File: config.mk
export PLATFORM = sky130hd
export DESIGN_NAME = acc_alu_unit
export DESIGN_NICKNAME = d
export VERILOG_FILES = /design/src/rtl/acc_alu_pkg.sv /design/src/rtl/acc_alu_core.sv /design/src/rtl/acc_alu_ctrl.sv /design/src/rtl/acc_alu_dpath.sv /design/src/rtl/acc_alu_unit.sv
export SDC_FILE = /design/constraint.sdc
export NUM_CORES = 1
export LEC_CHECK = 0
export ABC_CLOCK_PERIOD_IN_PS = 8600
export BUFFER_PORTS_ARGS = -buffer_cell sky130_fd_sc_hd__buf_4
export CAP_MARGIN = 15
export CORE_MARGIN = 2
export CORE_UTILIZATION = 40
export DETAILED_ROUTE_END_ITERATION = 10
export HOLD_SLACK_MARGIN = 0.02
export SLEW_MARGIN = 0
export SYNTH_ARGS = -nofsm -noshare
export SYNTH_HDL_FRONTEND = slang
export SYNTH_HIERARCHICAL = 1
export SYNTH_SLANG_ARGS = --single-unit
File: constraint.sdc
create_clock -name clk -period 8.6 [get_ports clk]
set_input_delay 1.72 -clock clk [delete_from_list [all_inputs] [get_ports clk]]
set_output_delay 1.72 -clock clk [all_outputs]
set_load 0.02 [all_outputs]
File: src/rtl/acc_alu_pkg.sv
`timescale 1ns/1ps
package acc_alu_pkg;

  // Flags byte bit positions; a neighbouring unit reads these fields.
  localparam int FLAG_S  = 7;
  localparam int FLAG_Z  = 6;
  localparam int FLAG_AC = 4;
  localparam int FLAG_P  = 2;
  localparam int FLAG_CY = 0;
  localparam logic [7:0] FLAG_MASK = 8'hD5;

  localparam logic [3:0] SRC_IMM  = 4'h8;
  localparam logic [3:0] SRC_NONE = 4'hF;
  localparam logic [2:0] SRC_MEM  = 3'd6;
  localparam logic [2:0] SRC_ACC  = 3'd7;

  typedef enum logic [2:0] {
    CLS_OR, CLS_SBB, CLS_RLC, CLS_RRC, CLS_RAL, CLS_RAR, CLS_NONE
  } opClass_e;

  typedef struct packed {
    opClass_e   cls;
    logic [3:0] src;
    logic       extLen;
  } decode_t;

  // Control-to-datapath strobes.
  typedef struct packed {
    logic     load;    // latch inputs this edge
    logic     useAcc;  // valid with load: operand comes from A
    logic     commit;  // write outputs this edge
    opClass_e cls;     // valid with commit
  } strobes_t;

  function automatic decode_t decodeOp(input logic [7:0] op);
    decode_t d;
    d.cls    = CLS_NONE;
    d.src    = SRC_NONE;
    d.extLen = 1'b0;
    if (op[7:3] == 5'b10110) begin
      d.cls    = CLS_OR;
      d.src    = {1'b0, op[2:0]};
      d.extLen = (op[2:0] == SRC_MEM);
    end else if (op[7:3] == 5'b10011) begin
      d.cls    = CLS_SBB;
      d.src    = {1'b0, op[2:0]};
      d.extLen = (op[2:0] == SRC_MEM);
    end else begin
      case (op)
        8'hF6:   begin d.cls = CLS_OR;  d.src = SRC_IMM; d.extLen = 1'b1; end
        8'hDE:   begin d.cls = CLS_SBB; d.src = SRC_IMM; d.extLen = 1'b1; end
        8'h07:   d.cls = CLS_RLC;
        8'h0F:   d.cls = CLS_RRC;
        8'h17:   d.cls = CLS_RAL;
        8'h1F:   d.cls = CLS_RAR;
        default: d.cls = CLS_NONE;
      endcase
    end
    return d;
  endfunction

  function automatic logic isRotate(input opClass_e c);
    return (c == CLS_RLC) || (c == CLS_RRC) || (c == CLS_RAL) || (c == CLS_RAR);
  endfunction

  function automatic logic [7:0] packFlags(input logic s, input logic z,
                                           input logic ac, input logic p,
                                           input logic cy);
    logic [7:0] f;
    f = 8'h00;
    f[FLAG_S]  = s;
    f[FLAG_Z]  = z;
    f[FLAG_AC] = ac;
    f[FLAG_P]  = p;
    f[FLAG_CY] = cy;
    return f;
  endfunction

endpackage

File: src/rtl/acc_alu_core.sv
`timescale 1ns/1ps
module acc_alu_core
  import acc_alu_pkg::*;
#(
  parameter int DATA_W = 8
) (
  input  opClass_e          cls,
  input  logic [DATA_W-1:0] aIn,
  input  logic [DATA_W-1:0] bIn,
  input  logic [7:0]        flgIn,
  output logic [DATA_W-1:0] result,
  output logic [7:0]        flagsNew
);
  localparam int NIB_W = 4;

  logic              cyIn;
  logic [DATA_W:0]   diff;
  logic [NIB_W:0]    nibDiff;
  logic              sign;
  logic              zero;
  logic              parEven;

  assign cyIn = flgIn[FLAG_CY];

  always_comb begin
    diff    = {1'b0, aIn} - {1'b0, bIn} - {{DATA_W{1'b0}}, cyIn};
    nibDiff = {1'b0, aIn[NIB_W-1:0]} - {1'b0, bIn[NIB_W-1:0]} - {{NIB_W{1'b0}}, cyIn};
  end

  always_comb begin
    result = aIn;
    unique case (cls)
      CLS_OR:  result = aIn | bIn;
      CLS_SBB: result = diff[DATA_W-1:0];
      CLS_RLC: result = {aIn[DATA_W-2:0], aIn[DATA_W-1]};
      CLS_RRC: result = {aIn[0], aIn[DATA_W-1:1]};
      CLS_RAL: result = {aIn[DATA_W-2:0], cyIn};
      CLS_RAR: result = {cyIn, aIn[DATA_W-1:1]};
      default: result = aIn;
    endcase
  end

  assign sign    = result[DATA_W-1];
  assign zero    = (result == '0);
  assign parEven = ~^result;

  always_comb begin
    unique case (cls)
      CLS_OR:  flagsNew = packFlags(sign, zero, 1'b0, parEven, 1'b0);
      CLS_SBB: flagsNew = packFlags(sign, zero, nibDiff[NIB_W], parEven, diff[DATA_W]);
      CLS_RLC, CLS_RAL:
        flagsNew = packFlags(flgIn[FLAG_S], flgIn[FLAG_Z], flgIn[FLAG_AC],
                             flgIn[FLAG_P], aIn[DATA_W-1]);
      CLS_RRC, CLS_RAR:
        flagsNew = packFlags(flgIn[FLAG_S], flgIn[FLAG_Z], flgIn[FLAG_AC],
                             flgIn[FLAG_P], aIn[0]);
      default: flagsNew = flgIn & FLAG_MASK;
    endcase
  end

endmodule

File: src/rtl/acc_alu_ctrl.sv
`timescale 1ns/1ps
module acc_alu_ctrl
  import acc_alu_pkg::*;
#(
  parameter int REG_TSTATES = 4,
  parameter int EXT_TSTATES = 7
) (
  input  logic       clk,
  input  logic       rstN,
  input  logic       start,
  input  logic [7:0] opcode,
  output logic [3:0] srcSel,
  output logic       busy,
  output logic       done,
  output strobes_t   stb
);
  localparam int MAX_T = (REG_TSTATES > EXT_TSTATES) ? REG_TSTATES : EXT_TSTATES;
  localparam int CNT_W = $clog2(MAX_T + 1);
  localparam logic [CNT_W-1:0] REG_LEN = CNT_W'(REG_TSTATES);
  localparam logic [CNT_W-1:0] EXT_LEN = CNT_W'(EXT_TSTATES);

  decode_t          dec;
  logic             accept;
  logic             commit;
  logic             active;
  logic             doneQ;
  logic [CNT_W-1:0] tCnt;
  logic [CNT_W-1:0] lenQ;
  logic [CNT_W-1:0] lastCnt;
  opClass_e         clsQ;

  always_comb dec = decodeOp(opcode);

  assign srcSel  = dec.src;
  assign accept  = start && !active && (dec.cls != CLS_NONE);
  // Accept edge ends T1; commit edge ends T(len-1); done shows in T(len).
  assign lastCnt = lenQ - CNT_W'(2);
  assign commit  = active && (tCnt == lastCnt);

  always_ff @(posedge clk or negedge rstN) begin
    if (!rstN) begin
      active <= 1'b0;
      doneQ  <= 1'b0;
      tCnt   <= '0;
      lenQ   <= '0;
      clsQ   <= CLS_NONE;
    end else begin
      doneQ <= commit;
      if (accept) begin
        active <= 1'b1;
        tCnt   <= CNT_W'(1);
        lenQ   <= dec.extLen ? EXT_LEN : REG_LEN;
        clsQ   <= dec.cls;
      end else if (commit) begin
        active <= 1'b0;
        tCnt   <= '0;
      end else if (active) begin
        tCnt <= tCnt + CNT_W'(1);
      end
    end
  end

  always_comb begin
    stb.load   = accept;
    stb.useAcc = (dec.src == {1'b0, SRC_ACC});
    stb.commit = commit;
    stb.cls    = clsQ;
  end

  assign busy = active;
  assign done = doneQ;

  // counter stays inside the T-state window while active
  p_cnt_window_r9: assert property (@(posedge clk) disable iff (!rstN)
    active |-> (tCnt != '0) && (tCnt <= lastCnt));

  // done is a single-cycle pulse
  p_done_pulse_r9: assert property (@(posedge clk) disable iff (!rstN)
    doneQ |=> !doneQ);

  // an operation in flight keeps its class and length
  p_hold_busy_r10: assert property (@(posedge clk) disable iff (!rstN)
    (active && !commit) |=> active && $stable(clsQ) && $stable(lenQ));

  // unsupported opcodes never start the sequencer
  p_reject_bad_r11: assert property (@(posedge clk) disable iff (!rstN)
    (start && !active && (dec.cls == CLS_NONE)) |=> !active);

endmodule

File: src/rtl/acc_alu_dpath.sv
`timescale 1ns/1ps
module acc_alu_dpath
  import acc_alu_pkg::*;
#(
  parameter int DATA_W = 8
) (
  input  logic              clk,
  input  logic              rstN,
  input  strobes_t          stb,
  input  logic [DATA_W-1:0] accIn,
  input  logic [DATA_W-1:0] operand,
  input  logic [7:0]        flagsIn,
  output logic [DATA_W-1:0] accOut,
  output logic [7:0]        flagsOut
);
  logic [DATA_W-1:0] aQ;
  logic [DATA_W-1:0] bQ;
  logic [7:0]        flgQ;
  logic [DATA_W-1:0] result;
  logic [7:0]        flagsNew;

  always_ff @(posedge clk or negedge rstN) begin
    if (!rstN) begin
      aQ   <= '0;
      bQ   <= '0;
      flgQ <= '0;
    end else if (stb.load) begin
      aQ   <= accIn;
      bQ   <= stb.useAcc ? accIn : operand;
      flgQ <= flagsIn;
    end
  end

  acc_alu_core #(.DATA_W(DATA_W)) u_core (
    .cls      (stb.cls),
    .aIn      (aQ),
    .bIn      (bQ),
    .flgIn    (flgQ),
    .result   (result),
    .flagsNew (flagsNew)
  );

  always_ff @(posedge clk or negedge rstN) begin
    if (!rstN) begin
      accOut   <= '0;
      flagsOut <= '0;
    end else if (stb.commit) begin
      accOut   <= result;
      flagsOut <= flagsNew;
    end
  end

  // outputs move only on a commit edge
  p_hold_outputs_r9: assert property (@(posedge clk) disable iff (!rstN)
    !stb.commit |=> $stable(accOut) && $stable(flagsOut));

  // OR leaves both carry flags cleared
  p_or_clears_r2: assert property (@(posedge clk) disable iff (!rstN)
    (stb.commit && stb.cls == CLS_OR) |=> !flagsOut[FLAG_AC] && !flagsOut[FLAG_CY]);

  // parity flag matches the committed accumulator
  p_parity_r2: assert property (@(posedge clk) disable iff (!rstN)
    (stb.commit && (stb.cls == CLS_OR || stb.cls == CLS_SBB))
      |=> flagsOut[FLAG_P] == ~^accOut);

  // sign and zero match the committed accumulator
  p_sign_zero_r3: assert property (@(posedge clk) disable iff (!rstN)
    (stb.commit && stb.cls == CLS_SBB)
      |=> flagsOut[FLAG_S] == accOut[DATA_W-1] && flagsOut[FLAG_Z] == (accOut == '0));

  // rotates carry the four non-carry flags through unchanged
  p_rot_keep_r6: assert property (@(posedge clk) disable iff (!rstN)
    (stb.commit && isRotate(stb.cls))
      |=> flagsOut[FLAG_S] == flgQ[FLAG_S] && flagsOut[FLAG_Z] == flgQ[FLAG_Z] &&
          flagsOut[FLAG_AC] == flgQ[FLAG_AC] && flagsOut[FLAG_P] == flgQ[FLAG_P]);

endmodule

File: src/rtl/acc_alu_unit.sv
`timescale 1ns/1ps
module acc_alu_unit
  import acc_alu_pkg::*;
#(
  parameter int DATA_W      = 8,
  parameter int REG_TSTATES = 4,
  parameter int EXT_TSTATES = 7
) (
  input  logic              clk,
  input  logic              rstN,
  input  logic              start,
  input  logic [7:0]        opcode,
  input  logic [DATA_W-1:0] accIn,
  input  logic [DATA_W-1:0] operand,
  input  logic [7:0]        flagsIn,
  output logic [3:0]        srcSel,
  output logic              busy,
  output logic              done,
  output logic [DATA_W-1:0] accOut,
  output logic [7:0]        flagsOut
);
  strobes_t stb;

  acc_alu_ctrl #(
    .REG_TSTATES (REG_TSTATES),
    .EXT_TSTATES (EXT_TSTATES)
  ) u_ctrl (
    .clk    (clk),
    .rstN   (rstN),
    .start  (start),
    .opcode (opcode),
    .srcSel (srcSel),
    .busy   (busy),
    .done   (done),
    .stb    (stb)
  );

  acc_alu_dpath #(.DATA_W(DATA_W)) u_dpath (
    .clk      (clk),
    .rstN     (rstN),
    .stb      (stb),
    .accIn    (accIn),
    .operand  (operand),
    .flagsIn  (flagsIn),
    .accOut   (accOut),
    .flagsOut (flagsOut)
  );

endmodule

* Word-level counts from Yosys, hierarchy flattened
Cells that the tools add are included.
Widths: inputs -> output; s select.
** Storage, ports and cells
- Register bits :: 51
- Input port bits :: 35
- Output and inout bits :: 22
- Word-level logic and storage cells :: 59
** Cells by class
- $add $sub $neg :: 6
- Equal/unequal tests :: 17
- Multiplexer cells :: 13
- Bitwise gates (word level) :: 1
- Reductions and logical operators :: 12
** Operator list (number)
- $pmux 8 s6 :: 1
- $pmux 8 s4 :: 1
- $mux 8 :: 3
- $pmux 3 s6 :: 1
- $eq 8x5->1 const B :: 2
- $eq 8x8->1 const B :: 2
- $eq 5x5->1 const B :: 2
- $eq 3x3->1 const B :: 3
- $mux 3 :: 3
- $sub 8x8->9 :: 1
- $sub 9x1->9 :: 1
- $eq 8x3->1 const B :: 1
- $eq 8x4->1 const B :: 1
- $logic_not 8->1 :: 1
- $or 8x8->8 :: 1
- $reduce_xnor 8->1 :: 1
- $eq 3x2->1 const B :: 2
- $reduce_or 2->1 :: 3
- $sub 4x4->5 :: 1
- $sub 5x1->5 :: 1
- $eq 4x3->1 const B :: 1
- $mux 4 :: 1
- $add 3x1->3 const B :: 1
- $eq 3x1->1 const B :: 1
- other kinds (10) :: 13

* Logic depth before layout (Yosys ltp)
- Word-level depth :: 8
- Gate-level depth with buffers :: 16

* Hierarchy
Netlist, hierarchy kept.
** By module, submodules not included
- acc_alu_dpath :: instances 1, cells an instance 103, area an instance 1682.9 sq um, sequential area each 1001.0 sq um
- acc_alu_core :: instances 1, cells an instance 185, area an instance 1272.5 sq um, sequential area each 0.0 sq um
- acc_alu_ctrl :: instances 1, cells an instance 62, area an instance 641.9 sq um, sequential area each 252.7 sq um

* Least setup slack after synthesis
OpenSTA, ideal clock, no wires.
- Path kind :: input port to output port
- Start :: input port opcode[0]
- End :: output port srcSel[1]
- Data arrival time :: 2.420 ns
- Data required time :: 6.880 ns
- Path slack :: 4.460 ns
- Stages :: 4
- Buffers on the path :: 1
- Cells stage by stage :: and4b_1 -> o211ai_2 -> a21o_1 -> buf_4
** RTL lines
- from (decl) :: RTL line acc_alu_unit.sv:12 : input logic [7:0] opcode,
- to (decl) :: RTL line acc_alu_unit.sv:16 : output logic [3:0] srcSel,

* Final worst setup path
- Start :: register u_dpath.aQ[0]
- End :: register u_dpath.flagsOut[2]
** Between the ends
- Word-level cells in the longest chain between the ends :: 5
- Elaborated cells between the ends (all ways) :: 6
- Classes of those cells :: add/sub (2); mux (2); bitwise (1); reduce/logical (1)
** Ends and longest elaborated chain
- from (decl) :: RTL line acc_alu_dpath.sv:16 : logic [DATA_W-1:0] aQ;
- from (signal assigned) :: RTL line acc_alu_dpath.sv:28 : aQ <= accIn;
- $sub 8x8->9 :: RTL line acc_alu_core.sv:26 : diff = {1'b0, aIn} - {1'b0, bIn} - {{DATA_W{1'b0}}, cyIn};
- $sub 9x1->9 :: RTL line acc_alu_core.sv:26
- $pmux 8 s6 (*) :: RTL line acc_alu_core.sv:32 : unique case (cls)
- $reduce_xnor 8->1 (*) :: RTL line acc_alu_core.sv:45 : assign parEven = ~^result;
- $pmux 8 s4 (*) :: RTL line acc_alu_core.sv:48 : unique case (cls)
- via u_dpath.flagsNew[2] :: RTL line acc_alu_dpath.sv:20 : logic [7:0] flagsNew;
- to (signal assigned) :: RTL line acc_alu_dpath.sv:49 : flagsOut <= flagsNew;
- to (decl) :: RTL line acc_alu_dpath.sv:14 : output logic [7:0] flagsOut
Mark *: on every way through the listed nets, which the timed path passes. The rest lies on a longest branch.
A chain may end at the register's enable or synchronous reset.

==> out/results.ini <==
[status]
outcome=finished clean

[clock_network]
htreeDepth=2
insertion_delay_ps=310
cts_buffers=5
holdBufCountCts=0
cts.sinks=47
cts_tree=built
cts_setup_buffers=0
clockRootBuffer=clkbuf_8
ctsResizeCount=0
clkTransAtPathRegs_ps=100
ctsLongestPathBuffers=2

[global_route]
grt_start_max_net_pins=48
overflow=0
grt_pass1_wl_mm=12.5
antenna_found_initial=0
grt_pass1_vias=2494
gr-usage-all-layers_pct=16.2

[final_layout]
final_area_sq_mm=0.00394
final_util_pct=45.9
fin_nets=445
area_growth_pct=13.3
layout-drive-gt1-share_pct=28.4
diodes=0

[drt]
vias=2632
drt-initial-drc-count=99
drc=0
wire_per_inst_microns=15.2
detail-route-antenna-nets=0
wl_mm=7.50
drt_pass1_iterations=4
viasPerCell=5.35

[worst_hold_path]
hold_depth=1
min_path_type=reg2reg

[floorplan]
die_w_microns=97.2
dieArea_sq_mm=0.00945
die_h_microns=97.2
rows=34
core_sq_mm=0.00859
boundaryPins=57
start_util_pct=40.5

[timing]
setup_tns_ps=0
finalHoldViolCount=0
fin_crit_sh_pct=52.1
fmax_mhz=223
finalClockSkew_ps=16.2
finalSetupViolCount=0
holdWs_ps=513
finalCriticalPeriod_ps=4480
rsz0062_at_grt=no
maxSlewHeadroom_pct=25.8
worst_pin_slew_ps=1110
setup_ws_ps=4120
maxSlewViolCount=0

[worst_setup_path]
slowest_delay_ps=620
timing.critical_path.buf_inv=2
crit_cells=16
crit_fanout=7
critPathArrivalTime_ps=4680
crit_family=adder cells
cp_cell_sequence=inv_1, fa_1, inv_1, ha_1, or2_2, fa_1, nor2_1, nor2_1, nor2_1, xnor2_1, a2111oi_0, ha_1, xor2_1, xnor2_1, o21ai_0, mux2_2
worstSetupPathType=reg2reg
worstSetupEndpointType=flip-flop
rr_worst_depth=16
crit_required_ps=8800
cpMaxStageDelayCell=a2111oi_0
start_kind=flip-flop
crit_top_cell=nor2_1

[placed_design]
dpl_cell_area_sq_mm=0.00384
post-dp-hpwl_mm=5.63
gp_congestion=0.891
dp_slack_ps=4200
portBuffers=53

[yosys]
syn_area_sq_mm=0.00348
avgSynthCellArea_sq_um=10.1
postSynthCellCount=344
ys_warn_count=6

[flow_run]
max_cap_viol_count=0

[power_and_ir_drop]
p_leak_uw=0.00181
ir_worst_vdd_mv=0.147
power.density_mw_per_mm2=396

==> through the flow <==
step	instances	power [uW]
5_1_grt	492	1700
4_1_cts	492	1560
3_5_place_dp	484	1410
6_report	492	1560
3_3_place_gp	484	1380
2_1_floorplan	346	1150
==> path summary, 6_finish.rpt <==
path / start / end / slack, ps
setup reg to reg: u_dpath/aQ[0] / u_dpath/flagsOut[2] / 4120
hold / removal: u_ctrl/lenQ[2] / u_ctrl/lenQ[2] / 510
setup / recovery: u_dpath/aQ[0] / u_dpath/flagsOut[2] / 4120
hold reg to reg: u_ctrl/lenQ[2] / u_ctrl/lenQ[2] / 510
min in group asynchronous: rstN / u_dpath/accOut[5] / 1410
max in group asynchronous: rstN / u_dpath/aQ[3] / 6790
==> routing by layer <==
| layer | share of wire (%) | track usage (%) | vias up |
|---|---|---|---|
| met3 | 5.0 | 3.09 | 6 |
| met5 | 0 | 0 | - |
| met2 | 45 | 25.9 | 73 |
| met4 | 1.1 | 4.27 | 0 |
| li1 | - | - | 1294 |
| met1 | 48 | 22.8 | 1259 |
==> power breakdown <==
group          switching (uW)  total [uW]  leakage (uW)  internal (uW)
combinational             526         998       0.00119            472
clock                    78.9         145     0.0000516           65.9
sequential                102         418      0.000578            316
==> state kept, by name, indices dropped and copies added (netlist names) <==
name,count
u_dpath/flgQ,5
u_dpath/accOut,8
u_ctrl/lenQ,2
u_ctrl/done,1
u_dpath/bQ,8
u_dpath/flagsOut,8
u_dpath/aQ,8
u_ctrl/tCnt,3
u_ctrl/busy,1
u_ctrl/clsQ,3
==> cell type report <==
class | instances | area (sq um)
tap | 108 | 135
fill | 838 | 4650
timing repair buffer | 54 | 405
clock buffer | 6 | 82.6
clock inverter | 2 | 13.8
sequential | 47 | 1180
inverter | 28 | 105
multi-input combinational | 247 | 2020
==> layout by cell type (no fill, tap or decap), drive strengths merged, types with 3 or more instances in the layout <==
cell type and n:
o21ai 12, nor2b 4, nand2b 4, nor3b 4, inv 28, xnor2 9
o211ai 7, conb 3, buf 54, a211oi 4, nand3 8, nand2 22
xor2 5, a21oi 21, o22ai 3, a21o 7, nor2 21, mux2 30
a22o 3, clkbuf 6, nor3 3, mux2i 12, dfrtp 45, ha 25
a22oi 5
(Power assumes the default switching activity.)
